File: src/rtl/cw_pkg.sv
package cw_pkg;

    localparam int OPR_W = 5;

    typedef enum logic [OPR_W-1:0] {
        OP_PASS = 5'b00000,
        OP_INC  = 5'b00001,
        OP_ADD  = 5'b00010,
        OP_SUB  = 5'b00101,
        OP_DEC  = 5'b00110,
        OP_AND  = 5'b01000,
        OP_OR   = 5'b01010,
        OP_XOR  = 5'b01100,
        OP_NOT  = 5'b01110,
        OP_SHR  = 5'b10000,
        OP_SHL  = 5'b11000
    } alu_op_e;

    typedef struct packed {
        logic c;
        logic z;
        logic s;
        logic v;
    } flags_t;

endpackage

File: src/rtl/cw_decode.sv
module cw_decode
    import cw_pkg::*;
#(
    parameter int SEL_W = 3,
    localparam int CW_W = 3 * SEL_W + OPR_W,
    localparam int NUM_REGS = (1 << SEL_W) - 1
) (
    input  logic [CW_W-1:0]     cw_i,
    output logic [SEL_W-1:0]    sel_a_o,
    output logic [SEL_W-1:0]    sel_b_o,
    output logic [OPR_W-1:0]    opr_o,
    output logic [NUM_REGS-1:0] dst_en_o
);

    logic [SEL_W-1:0] sel_d;

    // Field order is fixed: A select, B select, destination, operation.
    assign sel_a_o = cw_i[CW_W-1 -: SEL_W];
    assign sel_b_o = cw_i[CW_W-1-SEL_W -: SEL_W];
    assign sel_d   = cw_i[OPR_W +: SEL_W];
    assign opr_o   = cw_i[OPR_W-1:0];

    // One-hot destination enable; code zero enables nothing.
    for (genvar g = 0; g < NUM_REGS; g++) begin : g_dst
        assign dst_en_o[g] = (sel_d == SEL_W'(g + 1));
    end

endmodule

File: src/rtl/cw_regfile.sv
module cw_regfile #(
    parameter int DATA_W = 8,
    parameter int SEL_W  = 3,
    localparam int NUM_REGS = (1 << SEL_W) - 1
) (
    input  logic                             clk_i,
    input  logic                             rst_ni,
    input  logic [NUM_REGS-1:0]              wr_en_i,
    input  logic [DATA_W-1:0]                wr_data_i,
    input  logic [SEL_W-1:0]                 sel_a_i,
    input  logic [SEL_W-1:0]                 sel_b_i,
    input  logic [DATA_W-1:0]                ext_i,
    output logic [DATA_W-1:0]                bus_a_o,
    output logic [DATA_W-1:0]                bus_b_o,
    output logic [NUM_REGS-1:0][DATA_W-1:0]  regs_o
);

    logic [NUM_REGS-1:0][DATA_W-1:0] regs_d, regs_q;

    always_comb begin
        regs_d = regs_q;
        for (int i = 0; i < NUM_REGS; i++) begin
            if (wr_en_i[i]) begin
                regs_d[i] = wr_data_i;
            end
        end
    end

    always_ff @(posedge clk_i or negedge rst_ni) begin
        if (!rst_ni) begin
            regs_q <= '0;
        end else begin
            regs_q <= regs_d;
        end
    end

    // Source multiplexers read the stored values (read before write).
    always_comb begin
        bus_a_o = ext_i;
        bus_b_o = ext_i;
        for (int i = 1; i <= NUM_REGS; i++) begin
            if (sel_a_i == SEL_W'(i)) bus_a_o = regs_q[i-1];
            if (sel_b_i == SEL_W'(i)) bus_b_o = regs_q[i-1];
        end
    end

    assign regs_o = regs_q;

endmodule

File: src/rtl/cw_alu.sv
module cw_alu
    import cw_pkg::*;
#(
    parameter int DATA_W = 8,
    localparam int MSB = DATA_W - 1
) (
    input  logic [DATA_W-1:0] a_i,
    input  logic [DATA_W-1:0] b_i,
    input  logic [OPR_W-1:0]  op_i,
    output logic [DATA_W-1:0] res_o,
    output flags_t            flags_o
);

    logic [DATA_W:0]   sum;
    logic [DATA_W-1:0] res;
    logic              c, v;

    always_comb begin
        sum = '0;
        res = a_i;
        c   = 1'b0;
        v   = 1'b0;
        case (op_i)
            OP_ADD: begin
                sum = {1'b0, a_i} + {1'b0, b_i};
                res = sum[MSB:0];
                c   = sum[DATA_W];
                v   = (a_i[MSB] == b_i[MSB]) && (res[MSB] != a_i[MSB]);
            end
            OP_SUB: begin
                sum = {1'b0, a_i} + {1'b0, ~b_i} + (DATA_W+1)'(1);
                res = sum[MSB:0];
                c   = sum[DATA_W];
                v   = (a_i[MSB] != b_i[MSB]) && (res[MSB] != a_i[MSB]);
            end
            OP_INC: begin
                sum = {1'b0, a_i} + (DATA_W+1)'(1);
                res = sum[MSB:0];
                c   = sum[DATA_W];
                v   = res[MSB] & ~a_i[MSB];
            end
            OP_DEC: begin
                sum = {1'b0, a_i} + {1'b0, {DATA_W{1'b1}}};
                res = sum[MSB:0];
                c   = sum[DATA_W];
                v   = a_i[MSB] & ~res[MSB];
            end
            OP_AND: res = a_i & b_i;
            OP_OR:  res = a_i | b_i;
            OP_XOR: res = a_i ^ b_i;
            OP_NOT: res = ~a_i;
            OP_SHR: begin
                res = {1'b0, a_i[MSB:1]};
                c   = a_i[0];
            end
            OP_SHL: begin
                res = {a_i[MSB-1:0], 1'b0};
                c   = a_i[MSB];
            end
            default: res = a_i;
        endcase
    end

    assign res_o     = res;
    assign flags_o.c = c;
    assign flags_o.v = v;
    assign flags_o.z = (res == '0);
    assign flags_o.s = res[MSB];

endmodule

File: src/rtl/cw_datapath.sv
module cw_datapath
    import cw_pkg::*;
#(
    parameter int DATA_W = 8,
    parameter int SEL_W  = 3,
    localparam int CW_W = 3 * SEL_W + OPR_W,
    localparam int NUM_REGS = (1 << SEL_W) - 1
) (
    input  logic              clk_i,
    input  logic              rst_ni,
    input  logic [CW_W-1:0]   cw_i,
    input  logic [DATA_W-1:0] ext_i,
    output logic [DATA_W-1:0] result_o,
    output logic              flag_c_o,
    output logic              flag_z_o,
    output logic              flag_s_o,
    output logic              flag_v_o
);

    typedef struct packed {
        logic [DATA_W-1:0] result;
        flags_t            flags;
    } out_t;

    logic [SEL_W-1:0]                sel_a, sel_b;
    logic [OPR_W-1:0]                opr;
    logic [NUM_REGS-1:0]             dst_en;
    logic [DATA_W-1:0]               bus_a, bus_b, alu_res;
    flags_t                          alu_flags;
    logic [NUM_REGS-1:0][DATA_W-1:0] reg_vec;
    out_t                            out_d, out_q;

    cw_decode #(.SEL_W(SEL_W)) u_decode (
        .cw_i     (cw_i),
        .sel_a_o  (sel_a),
        .sel_b_o  (sel_b),
        .opr_o    (opr),
        .dst_en_o (dst_en)
    );

    cw_regfile #(.DATA_W(DATA_W), .SEL_W(SEL_W)) u_regs (
        .clk_i     (clk_i),
        .rst_ni    (rst_ni),
        .wr_en_i   (dst_en),
        .wr_data_i (alu_res),
        .sel_a_i   (sel_a),
        .sel_b_i   (sel_b),
        .ext_i     (ext_i),
        .bus_a_o   (bus_a),
        .bus_b_o   (bus_b),
        .regs_o    (reg_vec)
    );

    cw_alu #(.DATA_W(DATA_W)) u_alu (
        .a_i     (bus_a),
        .b_i     (bus_b),
        .op_i    (opr),
        .res_o   (alu_res),
        .flags_o (alu_flags)
    );

    // Result and status follow every micro-operation, written or not.
    always_comb begin
        out_d.result = alu_res;
        out_d.flags  = alu_flags;
    end

    always_ff @(posedge clk_i or negedge rst_ni) begin
        if (!rst_ni) begin
            out_q <= '0;
        end else begin
            out_q <= out_d;
        end
    end

    assign result_o = out_q.result;
    assign flag_c_o = out_q.flags.c;
    assign flag_z_o = out_q.flags.z;
    assign flag_s_o = out_q.flags.s;
    assign flag_v_o = out_q.flags.v;

endmodule

File: config.mk
export PLATFORM = sky130hd
export DESIGN_NAME = cw_datapath
export DESIGN_NICKNAME = d
export VERILOG_FILES = /design/src/rtl/cw_pkg.sv /design/src/rtl/cw_decode.sv /design/src/rtl/cw_regfile.sv /design/src/rtl/cw_alu.sv /design/src/rtl/cw_datapath.sv
export SDC_FILE = /design/constraint.sdc
export NUM_CORES = 1
export LEC_CHECK = 0
export ABC_AREA = 1
export BUFFER_PORTS_ARGS = -buffer_cell sky130_fd_sc_hd__buf_2
export CAP_MARGIN = 40
export CORE_MARGIN = 2
export CORE_UTILIZATION = 30
export DETAILED_ROUTE_END_ITERATION = 8
export SETUP_SLACK_MARGIN = 0.3
export SYNTH_ARGS = -nofsm -noshare
export SYNTH_HDL_FRONTEND = slang
export SYNTH_SLANG_ARGS = --single-unit
File: constraint.sdc
create_clock -name clk_i -period 5 [get_ports clk_i]
set_input_delay 0.25 -clock clk_i [delete_from_list [all_inputs] [get_ports clk_i]]
set_output_delay 0.25 -clock clk_i [all_outputs]
set_load 0.01 [all_outputs]
## Word-level counts from Yosys, hierarchy flattened

Cells that the tools add are included.

- Register bits after elaboration: 68
- Output and inout port bits: 12

- Add/sub/neg operators: 5
- Equality and inequality tests: 35
- Multiplexer cells: 17
- Bitwise gates (word level): 9
- Reduce and logical (&&, ||, !) cells: 3

Operators by type and width:

| cell | number |
|---|---|
| 8-bit two-way mux | 14 |
| 8-bit one-hot mux with 10 select lines | 1 |
| 3-bit == test (second input constant) | 12 |
| 5-bit by 4-bit == test with 1-bit output (second input constant) | 4 |
| 8-bit by 8-bit adder with 9-bit output | 2 |
| 3-bit by 2-bit == test with 1-bit output (second input constant) | 6 |
| 8-bit NOT | 2 |
| 5-bit by 3-bit == test with 1-bit output (second input constant) | 2 |
| 5-bit == test (second input constant) | 2 |
| 8-bit by 1-bit adder with 9-bit output (second input constant) | 1 |
| 8-bit by 8-bit adder with 9-bit output (second input constant) | 1 |
| 9-bit by 1-bit adder with 9-bit output (second input constant) | 1 |
| 3-bit by 1-bit == test with 1-bit output (second input constant) | 3 |
| 8-bit bitwise AND | 1 |
| 8-bit zero test | 1 |
| 8-bit bitwise OR | 1 |
| 8-bit bitwise XOR | 1 |
| 1-bit one-hot mux with 6 select lines | 1 |
| 5-bit by 1-bit == test with 1-bit output (second input constant) | 1 |
| 5-bit by 2-bit == test with 1-bit output (second input constant) | 1 |
| 1-bit one-hot mux with 4 select lines | 1 |
| 1-bit inequality test | 3 |
| 1-bit bitwise AND | 2 |
| 1-bit logical AND | 2 |
| other kinds (2) | 3 |

## Depth between registers and ports, before layout

Gate-level depths: netlist (run 1).

- Word-level depth: 14
- Depth in mapped cells: 31
- Gate-level depth less buffers: 30

## Cells and area by module

Synthesis (run 1) repeated with hierarchy kept, for this count alone.

- Cell total of the unflattened synthesis: 927
- Area, all modules: 6,057.1 um^2

Modules (own cells, without submodules):

| module | times used | cells an instance | area each (um^2) |
|---|---|---|---|
| cw_regfile | 1 | 479 | 3,438.3 |
| cw_alu | 1 | 411 | 2,183.3 |
| cw_datapath | 1 | 12 | 300.3 |
| cw_decode | 1 | 25 | 135.1 |

## Worst setup path after synthesis (run 1)

No wires, ideal clock.

- Path type: input port to flip-flop
- Start: input cw_i[8]
- End: register u_regs.regs_q, in the netlist u_regs.regs_o[30]
- Setup time: 138 ps
- Arrival time: 3,592 ps
- Data required time: 4,862 ps
- Setup slack: 1,270 ps
- Stages on the path: 25
- Cell sequence: inv_1 -> nor3_1 -> clkbuf_1 -> o21ai_0 -> o21ai_0 -> o21ai_0 -> a22oi_1 -> ha_1 -> inv_1 -> fa_1 -> inv_1 -> a21oi_1 -> o21bai_1 -> nand2_1 -> nand2_1 -> a21oi_1 -> or2_2 -> nand3_1 -> nand2_1 -> nor3_1 -> nand2_1 -> inv_1 -> nand3_4 -> nand2_1 -> o21ai_0

- Word-level cells in the longest chain between the ends: 12
- Elaborated cells between the ends (all ways): 22
- Those cells by class: add/sub (3); eq/ne (7); mux (8); bitwise (4)

Ends and longest elaborated chain:

| what | RTL line | source |
|---|---|---|
| from (decl) | cw_datapath.sv:11 | `input logic [CW_W-1:0] cw_i,` |
| 3-bit by 1-bit == test with 1-bit output | cw_regfile.sv:43 | `if (sel_b_i == SEL_W'(i)) bus_b_o = regs_q[i-1];` |
| 8-bit two-way mux (6 in series) | cw_regfile.sv:43 |  |
| 8-bit two-way mux * | cw_regfile.sv:43 |  |
| 8-bit NOT | cw_alu.sv:31 | `sum = {1'b0, a_i} + {1'b0, ~b_i} + (DATA_W+1)'(1);` |
| 8-bit by 8-bit adder with 9-bit output | cw_alu.sv:31 |  |
| 9-bit by 1-bit adder with 9-bit output | cw_alu.sv:31 |  |
| 8-bit one-hot mux with 10 select lines * | cw_alu.sv:23 | `case (op_i)` |
| net alu_res[6] | cw_datapath.sv:28 | `logic [DATA_W-1:0] bus_a, bus_b, alu_res;` |
| to (signal assigned) | cw_regfile.sv:33 | `regs_q <= regs_d;` |
| to (decl) | cw_regfile.sv:18 | `logic [NUM_REGS-1:0][DATA_W-1:0] regs_d, regs_q;` |

Mark *: on every way through the listed nets, which the timed path passes. The rest lies on a longest branch.
A chain may end at the register's enable or synchronous reset.

==> metrics, run 1 <==
worst hold slack 0.2952 ns; Hold Violations, Final 0; run status completed; Die W between 100 and 150 um; Std-Cell Core Area roughly 19000 sq um; Synth Cell Area between 5000 and 6000 sq um; antenna viol nets, final 0; cell row count 50; total number of H-tree levels 3; commonest non-fill, non-tap cell in the layout nand2_1; Inserted Clock Buffers 9; Avg Vias per Cell between 5 and 6; Worst-Skew Late Latency 0.34 ns; placed instance count between 1000 and 1500; f_max ~250 MHz; met3 layer usage reported by global route ~2.8%; Final Slew Violations 0; number of cells in the finished layout apart from fillers approximately 1100; shortest clock period the worst path allows after layout approximately 4 ns; average wire per cell in the routed design about 15 um; CTS tree done; EDFF count, synth 0; placed standard-cell area around 6100 sq um; num ports 36; Hold/Removal Path Class in -> reg; count of inserted antenna diode cells 0; Crit path required time ~5.3 ns; vias post-DR between 5000 and 6000; transition at the pin with the smallest max-transition slack 0.7420 ns; count of clock tree sinks 67; most used cells in the layout excluding fill and tap cells nand2_1 (240), inv_1 (116), o21ai_0 (93); drt drc 0; final count of negative-setup-slack endpoints 0; Distinct cells, synth 45; CP Capture Point flag_z_o; arrival time reported for the critical path endpoint 4.33 ns; register-to-register path setup slack about 1.1 ns; Detailed Route Iter0 Violations 463; routed wire length approximately 17000 um; cell at the root of the clock tree clkbuf_16; final worst setup slack between 0.9 and 1 ns; type of element capturing the critical path flip-flop; Static Leak approximately 3.2 nW; maximum number of pins on one net before global-route repair 41; starting utilization of the core area 30.36%; share of the cycle needed by the critical path after routing about four fifths; Setup Buffers After CTS 0; maximum vdd ir drop ~0.00016 V; met1 track demand over resource in global routing between 20% and 30%; length in cells of the worst reg-to-reg path 23; total negative slack for setup checks 0 ns; pre-CTS WS approximately 0.43 ns; kind of start point of the critical path input port; clock slew at reported path FFs around 0.060 ns; Max transition margin roughly half; initial antenna violation count 0; proportion of layout cells with a drive suffix above 1 a little under an eighth; reg2reg start u_regs.regs_o[1]; final design instance area without fill approximately 6400 sq um; total power divided by cell area between 300 and 400 nW/um^2; final clock skew 0.006032 ns; global router's overall resource usage 17.68%; number of port buffers 35; Final GP Congestion ~0.94; highest net fanout along the worst path 9; fraction of synthesis flops using an asynchronous set or reset pin between 90% and 100%; most crowded layer after global routing met2; drt pass-1 iters 5; kind of critical path in -> reg; first element of the critical path cw_i[8]; sequential share of the synthesized area about 30%; vias in the first global route roughly 5300; Seq cells post-synth 67; area of the die approximately 20000 sq um; number of synthesis warnings 0; final core utilization around a third; global-route congestion overflow total 0; number of nets in the layout approximately 970; Synth Net Count ~930; Avg Inst Size Synth 6.483 sq um; endpoint of the most critical register-to-register path u_regs.regs_o[54]; number of standard cells after synthesis 870; max capacitance violation total 0; die outline height between 100 and 150 um; total power 2.160 mW; Max Root-Sink Buffers 2; area growth from synthesis to final layout 13.60%; unrepaired setup endpoints after global routing false; detailed placement HPWL around 13000 um; met2 track demand over resource 28.59%; global-route wire length before repair approximately 28000 um; prevailing post-synth register cell dfrtp_1
## critical path, cell delays in order
cell and delay (ns):
buf_2 0.12, inv_1 0.10, nor3_2 0.34, inv_1 0.20, nand2_1 0.10, a31oi_1 0.08
o21ai_0 0.18, o21ai_0 0.10, o21ai_0 0.21, a22oi_1 0.17, ha_1 0.26, fa_1 0.42
inv_1 0.07, nand2_1 0.06, nand2_1 0.08, a21oi_1 0.07, or2_2 0.29, nand3_1 0.07
o21ai_0 0.09, nor3_1 0.17, nand2_1 0.08, nor2_1 0.09, nand2_1 0.07, clkinv_1 0.05
nand3_1 0.08, nand2_2 0.19, nand3_1 0.20, nor3_2 0.14
## power by group
part / leakage [nW] / switching, mW / internal (mW)
Clock: 0.130 / 0.250 / 0.348
Combinational: 2.25 / 0.539 / 0.267
Sequential: 0.846 / 0.0906 / 0.666
## how the worst min path moves through the flow
stage          startpoint  cells past startpoint           endpoint  slack, ns
6_report          cw_i[7]                      3   u_regs.regs_o[6]       0.30
5_1_grt           cw_i[5]                      4  u_regs.regs_o[46]       0.34
4_1_cts           cw_i[7]                      3   u_regs.regs_o[6]       0.29
3_5_place_dp       rst_ni                      1        result_o[2]       0.19
3_3_place_gp       rst_ni                      1        result_o[2]       0.42
2_1_floorplan      rst_ni                      0           flag_c_o      -0.05
## synth_stat cells, types with 5 or more instances
library cell	n	area, sq um
nor2_2	6	37.54
nor3_1	21	105.1
nand2_1	240	900.9
a21oi_1	44	220.2
nand3b_1	5	37.54
nand3_1	64	320.3
nor2_1	68	255.2
clkbuf_1	5	18.77
dfrtp_1	67	1677
o211ai_1	6	45.04
a31oi_1	5	31.28
inv_1	116	435.4
nand4_1	10	62.56
o22ai_1	7	43.79
buf_1	7	26.28
inv_2	9	33.78
ha_1	31	387.9
nand2_2	10	62.56
o21ai_1	7	35.03
o21a_1	5	37.54
o21ai_0	93	465.5
## flip-flops by register name (all words and copies together), names as in the netlist
signal         flops
flag_c_o           1
flag_z_o           1
flag_s_o           1
u_regs.regs_o     56
result_o           7
flag_v_o           1
## routing by layer
layer | vias up | part of all wire [%] | wire length, um
met5 | - | 0 | 0
met4 | 0 | 1.4 | 236
met3 | 20 | 5.4 | 922
met2 | 155 | 45 | 7626
met1 | 2686 | 48 | 8185
li1 | 2917 | - | -
## kinds of logic (layout without fill, tap and decap cells)
family	count (synthesis)	after routing	share of synthesized area, %
compound gates	184	184	18.12
xor+xnor	1	1	0.1553
fa+ha+maj	33	33	7.587
buf+inv	149	194	10.56
flops	67	67	29.72
simple gates	436	436	33.85
## repair_timing
item | in CTS | in global routing
gates resized for setup | 0 | 1
hold endpoints to repair | 27 | 0
endpoints found under the setup margin | 0 | 1
hold buffers | 1 | 0
## final cells by class
class	count	area, sq um
fill	1986	12170
multi-input combinational	654	3373
sequential	67	1677
inverter	129	486.7
timing repair buffer	49	297.8
tap	234	292.8
clock buffer	10	239.0
clock inverter	6	41.29
(Power assumes the default switching activity.)
==> inputs of run 2 (changes only) <==
--- a/config.mk
+++ b/config.mk
@@ -5,7 +5,7 @@
 export SDC_FILE = /design/constraint.sdc
 export NUM_CORES = 1
 export LEC_CHECK = 0
-export ABC_AREA = 1
+export ABC_AREA = 0
 export BUFFER_PORTS_ARGS = -buffer_cell sky130_fd_sc_hd__buf_2
 export CAP_MARGIN = 40
 export CORE_MARGIN = 2
==> constraint.sdc (replaced) <==
create_clock -name clk_i -period 3.7 [get_ports clk_i]
set_input_delay 0.185 -clock clk_i [delete_from_list [all_inputs] [get_ports clk_i]]
set_output_delay 0.185 -clock clk_i [all_outputs]
set_load 0.01 [all_outputs]
==> run 2 against run 1 <==
Net effect:
- final area rose by 15%
- register-to-register slack got worse by 1.1 ns
- flip-flop and latch count did not move
- critical path depth fell by 14
- first-iteration DRC count rose by 6.3%
- total power rose by 95%
- combinational power rose to 2.7 times the previous value
- non-clock buffer count rose by 80
- via count fell by 10%
- largest cell class unchanged
==> metrics, run 2 <==
maximum number of pins on one net before global-route repair 47 (was 41); commonest non-fill, non-tap cell in the layout buf_4 (was nand2_1); maximum vdd ir drop 0.0002912 V (was 0.0001551 V); shortest clock period the worst path allows after layout 3.678 ns; placed instance count 926 (was 1132); most common cell in the netlist nand2_1 (unchanged); largest delay contributor family on the critical path compound AO/OA/AOI/OAI gates (was simple AND/OR/NAND/NOR gates); most used cells in the layout excluding fill and tap cells buf_4 (83), nand2_1 (82), dfrtp_1 (67) (was nand2_1 (240), inv_1 (116), o21ai_0 (93)); number of cells in the finished layout apart from fillers 952 (was 1149); pre-CTS WS -0.4599 ns (was 0.4347 ns); number of filler instances in the final layout 1780 (was 1986); master of the slowest instance on the critical path mux4_2 (was fa_1); Max transition margin 35.67% (was 50.35%); highest net fanout along the worst path 5 (was 9); Seq cells post-synth 67 (unchanged); global-route wire length before repair 27140 um (was 28090 um); Die W 138.9 um (was 141.1 um); proportion of layout cells with a drive suffix above 1 37.48% (was 11.48%); number of standard cells after synthesis 620 (was 870); most frequent cells after synthesis nand2_1 (83), dfrtp_1 (67), o21ai_0 (53), nor2_1 (36) (was nand2_1 (240), inv_1 (116), o21ai_0 (93), nor2_1 (68), dfrtp_1 (67)); final worst setup slack 0.02162 ns (was 0.9279 ns); largest cells by area after synthesis dfrtp_1 (31%), ha_1 (7.1%), mux4_2 (7.0%), nand2_1 (5.7%), o21ai_0 (4.9%) (was dfrtp_1 (30%), nand2_1 (16%), o21ai_0 (8.3%), inv_1 (7.7%), ha_1 (6.9%)); count of inserted antenna diode cells 0 (unchanged); clock slew at reported path FFs 0.06 ns (about the same); Crit path required time 3.91 ns (was 5.25 ns); kind of start point of the critical path flip-flop (was input port); Final Slew Violations 0 (unchanged); final clock skew 0.008454 ns (was 0.006032 ns); Avg Vias per Cell 5.456 (was 5.029); unrepaired setup endpoints after global routing true (was false); sequential share of the synthesized area 30.71% (was 29.72%); CTS tree done (unchanged); Hold/Removal Path Class in -> async (was in -> reg); Detailed Route Iter0 Violations 492 (was 463); Max Root-Sink Buffers 2 (unchanged); arrival time reported for the critical path endpoint 3.89 ns (was 4.33 ns); starting utilization of the core area 30.50% (was 30.36%); number of nets in the layout 775 (was 967); Synth Net Count 677 (was 927); vias post-DR 5194 (was 5778); drt pass-1 iters 5 (unchanged); max capacitance violation total 0 (unchanged); die outline height 138.9 um (was 141.1 um); global router's overall resource usage 17.70% (was 17.68%); number of synthesis warnings 0 (unchanged); number of port buffers 35 (unchanged); Avg Inst Size Synth 8.807 sq um (was 6.483 sq um); cell at the root of the clock tree clkbuf_16 (unchanged); run status completed (unchanged); slowest stage delay, CP 0.48 ns (was 0.42 ns); total power divided by cell area 570.8 nW/um^2 (was 337.1 nW/um^2); area of the die 19300 sq um (was 19910 sq um); share of synthesized area spent on multiplexers 11.98% (was 0%); f_max about 270 MHz; register-to-register path setup slack 0.02 ns (was 1.09 ns); Synth Cell Area 5460 sq um (was 5640 sq um); fraction of synthesis flops using an asynchronous set or reset pin 100.0% (unchanged); Final GP Congestion 0.8783 (was 0.9417); area growth from synthesis to final layout 35.29% (was 13.60%); average wire per cell in the routed design 18.21 um (was 14.77 um); routed wire length 17340 um (was 16970 um); Yosys top cell area share 30.71% (was 29.72%); Compound-Gate Fraction of Synth Area 24.13% (was 18.12%); Inserted Clock Buffers 9 (unchanged); cell row count 49 (was 50); Worst-Skew Late Latency 0.33 ns (was 0.34 ns); initial antenna violation count 0 (unchanged); number of buffer and inverter instances along the worst setup path 1 (was 5); Simple-Gate Fraction of Synth Area 18.13% (was 33.85%); detailed placement HPWL 12640 um (was 13130 um); count of clock tree sinks 67 (unchanged); antenna viol nets, final 0 (unchanged); kind of critical path reg -> reg (was in -> reg); Hold Violations, Final 0 (unchanged); prevailing post-synth register cell dfrtp_1 (unchanged); Distinct cells, synth 69 (was 45); drt drc 0 (unchanged); EDFF count, synth 0 (unchanged); combinational family with the most area after synthesis compound AO/OA/AOI/OAI gates (was simple AND/OR/NAND/NOR gates); global-route congestion overflow total 0 (unchanged); max reg flops 56 (unchanged); Static Leak 3.237 nW (was 3.225 nW); total negative slack for setup checks 0 ns (unchanged); num ports 36 (unchanged); transition at the pin with the smallest max-transition slack 0.9614 ns (was 0.7420 ns); type of element capturing the critical path flip-flop (unchanged); Std-Cell Core Area 17900 sq um (was 18580 sq um); worst hold slack 0.3585 ns (was 0.2952 ns); cell type with the largest total area after synthesis dfrtp_1 (unchanged); total number of H-tree levels 3 (unchanged); final count of negative-setup-slack endpoints 0 (unchanged); xor and xnor fraction of the mapped netlist area 1.123% (was 0.1553%); cell-by-cell listing of the critical path mux4_2 > o21a_1 > or2_4 > buf_6 > ha_4 > a21oi_4 > o21bai_4 > a31o_4 > xnor2_2 > a22o_1 > or3_4 > a21o_1 > o311a_4 > mux2_2; vias in the first global route 4974 (was 5348); adder and majority gate portion of the synthesized area 7.837% (was 7.587%); share of the cycle needed by the critical path after routing between 90% and 100%
## run 2: changes by cell type after synthesis, sizes merged, moves of 13 or more
| cell | change |
|---|---|
| a21oi | -13 |
| clkbuf | +17 |
| inv | -93 |
| mux4 | +17 |
| nand2 | -167 |
| nand2b | +22 |
| nand3 | -63 |
| nor2 | -38 |
| nor3 | -13 |
| o21ai | -35 |
## run 2: kinds of logic (layout without fill, tap and decap cells)
| group | count (synthesis) | after routing |
|---|---|---|
| mux | 39 | 39 |
| xor+xnor | 7 | 7 |
| compound gates | 194 | 195 |
| fa+ha+maj | 33 | 33 |
| simple gates | 204 | 204 |
| flops | 67 | 67 |
| buf+inv | 76 | 178 |
## run 2: area by class of cell
type,instances,area [sq um],area share (%)
multi-input combinational,478,4001,54.17
sequential,67,1677,22.70
timing repair buffer,129,960.9,13.01
tap,229,286.5,3.879
clock buffer,10,239.0,3.235
inverter,33,133.9,1.812
clock inverter,6,88.84,1.203
## run 2: worst reg2reg max path, stage by stage, from the launching register on
cell and delay [ns]:
dfrtp_1 0.40, mux4_2 0.48, o21a_1 0.12, or2_4 0.26, buf_6 0.13, ha_4 0.17, a21oi_4 0.17, o21bai_4 0.08
a31o_4 0.26, xnor2_2 0.14, a22o_1 0.20, or3_4 0.33, a21o_1 0.19, o311a_4 0.34, mux2_2 0.27
## run 2: path summary, 6_finish.rpt
kind	startpoint	depth (start not counted)	to
worst max-delay path	u_regs.regs_o[48]	14	u_regs.regs_o[53]
worst min-delay path	rst_ni	2	u_regs.regs_o[17]
worst max register to register	u_regs.regs_o[48]	14	u_regs.regs_o[53]
worst min register to register	u_regs.regs_o[34]	2	u_regs.regs_o[34]
max in group asynchronous	rst_ni	3	u_regs.regs_o[46]
min in group clk_i	cw_i[6]	3	u_regs.regs_o[26]
## run 2: per-stage QoR
step / power [mW] / instance area [sq um] / util, %
global route: 4.466 / 7387 / 41.26
CTS: 3.973 / 7051 / 39.38
finish: 4.217 / 7387 / 41.26
detailed placement: 2.901 / 6495 / 36.28
global placement: 2.884 / 6495 / 36.28
floorplan: 2.208 / 5598 / -
## run 2: routing by layer
| layer | routed length [um] | GRT usage (%) | vias to the layer above |
|---|---|---|---|
| li1 | - | - | 2476 |
| met1 | 8048 | 25.00 | 2558 |
| met2 | 8316 | 28.65 | 145 |
| met3 | 794 | 2.417 | 15 |
| met4 | 179 | 4.785 | 0 |
| met5 | 0 | 0 | - |
## run 2: power by group
part	internal, mW	switching [mW]
Clock	0.608	0.327
Combinational	1.07	1.12
Sequential	0.939	0.157
Total	2.61	1.60
## run 2: timing repair
| item | 4_1_cts | 5_1_grt |
|---|---|---|
| gates resized for setup | 42 | 77 |
| buffers inserted | 5 | 3 |
| setup endpoints to repair | 41 | 48 |
| gates cloned | 1 | 0 |
| hold buffers | 1 | 0 |
| hold endpoints to repair | 21 | 0 |
| pin swaps | 17 | 32 |
==> inputs of run 3 (changes only) <==
--- a/config.mk
+++ b/config.mk
@@ -9,8 +9,9 @@
 export BUFFER_PORTS_ARGS = -buffer_cell sky130_fd_sc_hd__buf_2
 export CAP_MARGIN = 40
 export CORE_MARGIN = 2
-export CORE_UTILIZATION = 30
+export CORE_UTILIZATION = 46
 export DETAILED_ROUTE_END_ITERATION = 8
+export PLACE_DENSITY = 0.66
 export SETUP_SLACK_MARGIN = 0.3
 export SYNTH_ARGS = -nofsm -noshare
 export SYNTH_HDL_FRONTEND = slang
==> run 3 against run 2 <==
Net effect:
- the run now ends with setup timing left
- setup slack got worse by 0.071 ns
- highest routed layer unchanged
- critical path type unchanged
- cell count shrank 9.8%
- core utilization rose by 19 points
- global-route usage is 9.4 points higher
==> metrics, run 3 (synthesized netlist as in run 2, its figures left out) <==
transition at the pin with the smallest max-transition slack 0.8386 ns (was 0.9614 ns); CTS tree done (unchanged); maximum vdd ir drop 0.0003704 V (was 0.0002912 V); pre-CTS WS -0.2682 ns (was -0.4599 ns); Hold/Removal Path Class in -> async (unchanged); starting utilization of the core area 47.41% (was 30.50%); global router's overall resource usage 27.09% (was 17.70%); final clock skew 0.005963 ns (was 0.008454 ns); clock slew at reported path FFs 0.05 ns (was 0.06 ns); Max Root-Sink Buffers 2 (unchanged); total number of H-tree levels 3 (unchanged); proportion of layout cells with a drive suffix above 1 34.78% (was 37.48%); final count of negative-setup-slack endpoints 5 (was 0); initial antenna violation count 0 (unchanged); drt drc 0 (unchanged); Max transition margin 43.97% (was 35.67%); die outline height 113.0 um (was 138.9 um); count of clock tree sinks 67 (unchanged); area growth from synthesis to final layout 27.75% (was 35.29%); vias in the first global route 5196 (was 4974); Worst-Skew Late Latency 0.33 ns (about the same); type of element capturing the critical path flip-flop (unchanged); final worst setup slack -0.04947 ns (was 0.02162 ns); run status finished with violations (was completed); Crit path required time 3.89 ns (was 3.91 ns); Detailed Route Iter0 Violations 496 (was 492); share of the cycle needed by the critical path after routing 101.3% (was 99.42%); antenna viol nets, final 0 (unchanged); cell at the root of the clock tree clkbuf_16 (unchanged); kind of start point of the critical path flip-flop (unchanged); f_max 266.7 MHz (was 271.9 MHz); max capacitance violation total 0 (unchanged); average wire per cell in the routed design 19.91 um (was 18.21 um); drt pass-1 iters 5 (unchanged); count of inserted antenna diode cells 0 (unchanged); detailed placement HPWL 12410 um (was 12640 um); Std-Cell Core Area 11520 sq um (was 17900 sq um); shortest clock period the worst path allows after layout 3.749 ns (was 3.678 ns); total power divided by cell area 563.3 nW/um^2 (was 570.8 nW/um^2); cell row count 39 (was 49); placed instance count 828 (was 926); Final GP Congestion 0.9610 (was 0.8783); commonest non-fill, non-tap cell in the layout nand2_1 (was buf_4); Static Leak 3.124 nW (was 3.237 nW); area of the die 12760 sq um (was 19300 sq um); vias post-DR 5331 (was 5194); master of the slowest instance on the critical path mux4_2 (unchanged); number of port buffers 35 (unchanged); arrival time reported for the critical path endpoint 3.94 ns (was 3.89 ns); kind of critical path reg -> reg (unchanged); max reg flops 56 (unchanged); unrepaired setup endpoints after global routing true (unchanged); Final Slew Violations 0 (unchanged); Die W 113.0 um (was 138.9 um); cell-by-cell listing of the critical path mux4_2 > o21a_1 > or2_4 > buf_6 > nor4_4 > and3_4 > ha_4 > a221oi_2 > nand4_1 > a221oi_2 > o211a_1 > o21ai_0 > o211ai_1 > buf_4 > buf_6 > o21ai_2 (was mux4_2 > o21a_1 > or2_4 > buf_6 > ha_4 > a21oi_4 > o21bai_4 > a31o_4 > xnor2_2 > a22o_1 > or3_4 > a21o_1 > o311a_4 > mux2_2); maximum number of pins on one net before global-route repair 29 (was 47); Avg Vias per Cell 6.206 (was 5.456); most used cells in the layout excluding fill and tap cells nand2_1 (82), buf_4 (81), dfrtp_1 (67) (was buf_4 (83), nand2_1 (82), dfrtp_1 (67)); violated checks setup timing; number of nets in the layout 770 (was 775); routed wire length 17100 um (was 17340 um); number of cells in the finished layout apart from fillers 859 (was 952); global-route congestion overflow total 0 (unchanged); Inserted Clock Buffers 9 (unchanged); Hold Violations, Final 0 (unchanged); total power 3.929 mW (was 4.217 mW); global-route wire length before repair 27210 um (was 27140 um); num ports 36 (unchanged); slowest stage delay, CP 0.47 ns (was 0.48 ns); highest net fanout along the worst path 4 (was 5)
==> run 3: cell types whose count changed in the layout (fill, tap and decap cells not counted), moves of 4 or more <==
cell,change
o21ai_0,+11
o21ai_2,-9
a21oi_2,+4
a21oi_4,-4
==> run 3: layer usage <==
layer | vias to the layer above | part of all wire (%) | global-route usage, % | routed length, um
li1 | 2466 | - | - | -
met4 | 0 | 3.1 | 10.89 | 522
met1 | 2584 | 44 | 36.57 | 7497
met2 | 233 | 47 | 43.09 | 8031
met3 | 48 | 6.1 | 5.410 | 1050
met5 | - | 0 | 0 | 0
==> run 3: layout make-up <==
cell class                 instances  area (sq um)
fill                            1019          4541
multi-input combinational        478          3842
sequential                        67          1677
timing repair buffer             124         898.4
clock buffer                      11         232.7
tap                              143         178.9
inverter                          33         128.9
clock inverter                     3         17.52
==> run 3: worst max-delay path, delay by kind of cell (launching register included) <==
kind	cells	cell delay (ns)
AO/OA/AOI/OAI	7	1.19
adder cells (fa/ha/maj)	1	0.20
buffers and inverters	3	0.43
flip-flops	1	0.39
multiplexers	1	0.47
AND/OR/NAND/NOR	4	0.93
==> run 3: path summary, 6_finish.rpt <==
| path | start | to | slack (ns) | cells past startpoint |
|---|---|---|---|---|
| setup / recovery | u_regs.regs_o[40] | u_regs.regs_o[23] | -0.05 | 16 |
| hold / removal | rst_ni | result_o[1] | 0.36 | 2 |
| setup reg to reg | u_regs.regs_o[40] | u_regs.regs_o[23] | -0.05 | 16 |
| hold reg to reg | u_regs.regs_o[30] | u_regs.regs_o[30] | 0.50 | 2 |
| max in group asynchronous | rst_ni | u_regs.regs_o[43] | 2.59 | 3 |
| min in group clk_i | u_regs.regs_o[30] | u_regs.regs_o[30] | 0.50 | 2 |
==> run 3: timing repair <==
action	in CTS	in global routing
hold buffers	1	0
setup endpoints to repair	41	51
buffers inserted	7	7
gates resized for setup	36	41
endpoints found under the hold margin	19	0
pin swaps	27	29
gates cloned	1	1
==> run 3: power breakdown <==
| group | internal (mW) | switching, mW |
|---|---|---|
| clock network | 0.443 | 0.296 |
| registers | 0.940 | 0.165 |
| logic | 1.00 | 1.08 |
==> run 3: stage by stage <==
stage / utilization (%) / hold WS [ns] / instance area, sq um / setup TNS, ns
2_1_floorplan: - / -0.1106 / 5598 / 0
3_3_place_gp: 54.57 / 0.1699 / 6285 / -3.809
3_5_place_dp: 54.57 / 0.1772 / 6285 / -4.588
4_1_cts: 58.57 / 0.3621 / 6745 / 0
5_1_grt: 60.57 / 0.3996 / 6975 / -1.458
6_report: 60.57 / 0.3584 / 6975 / -0.1472
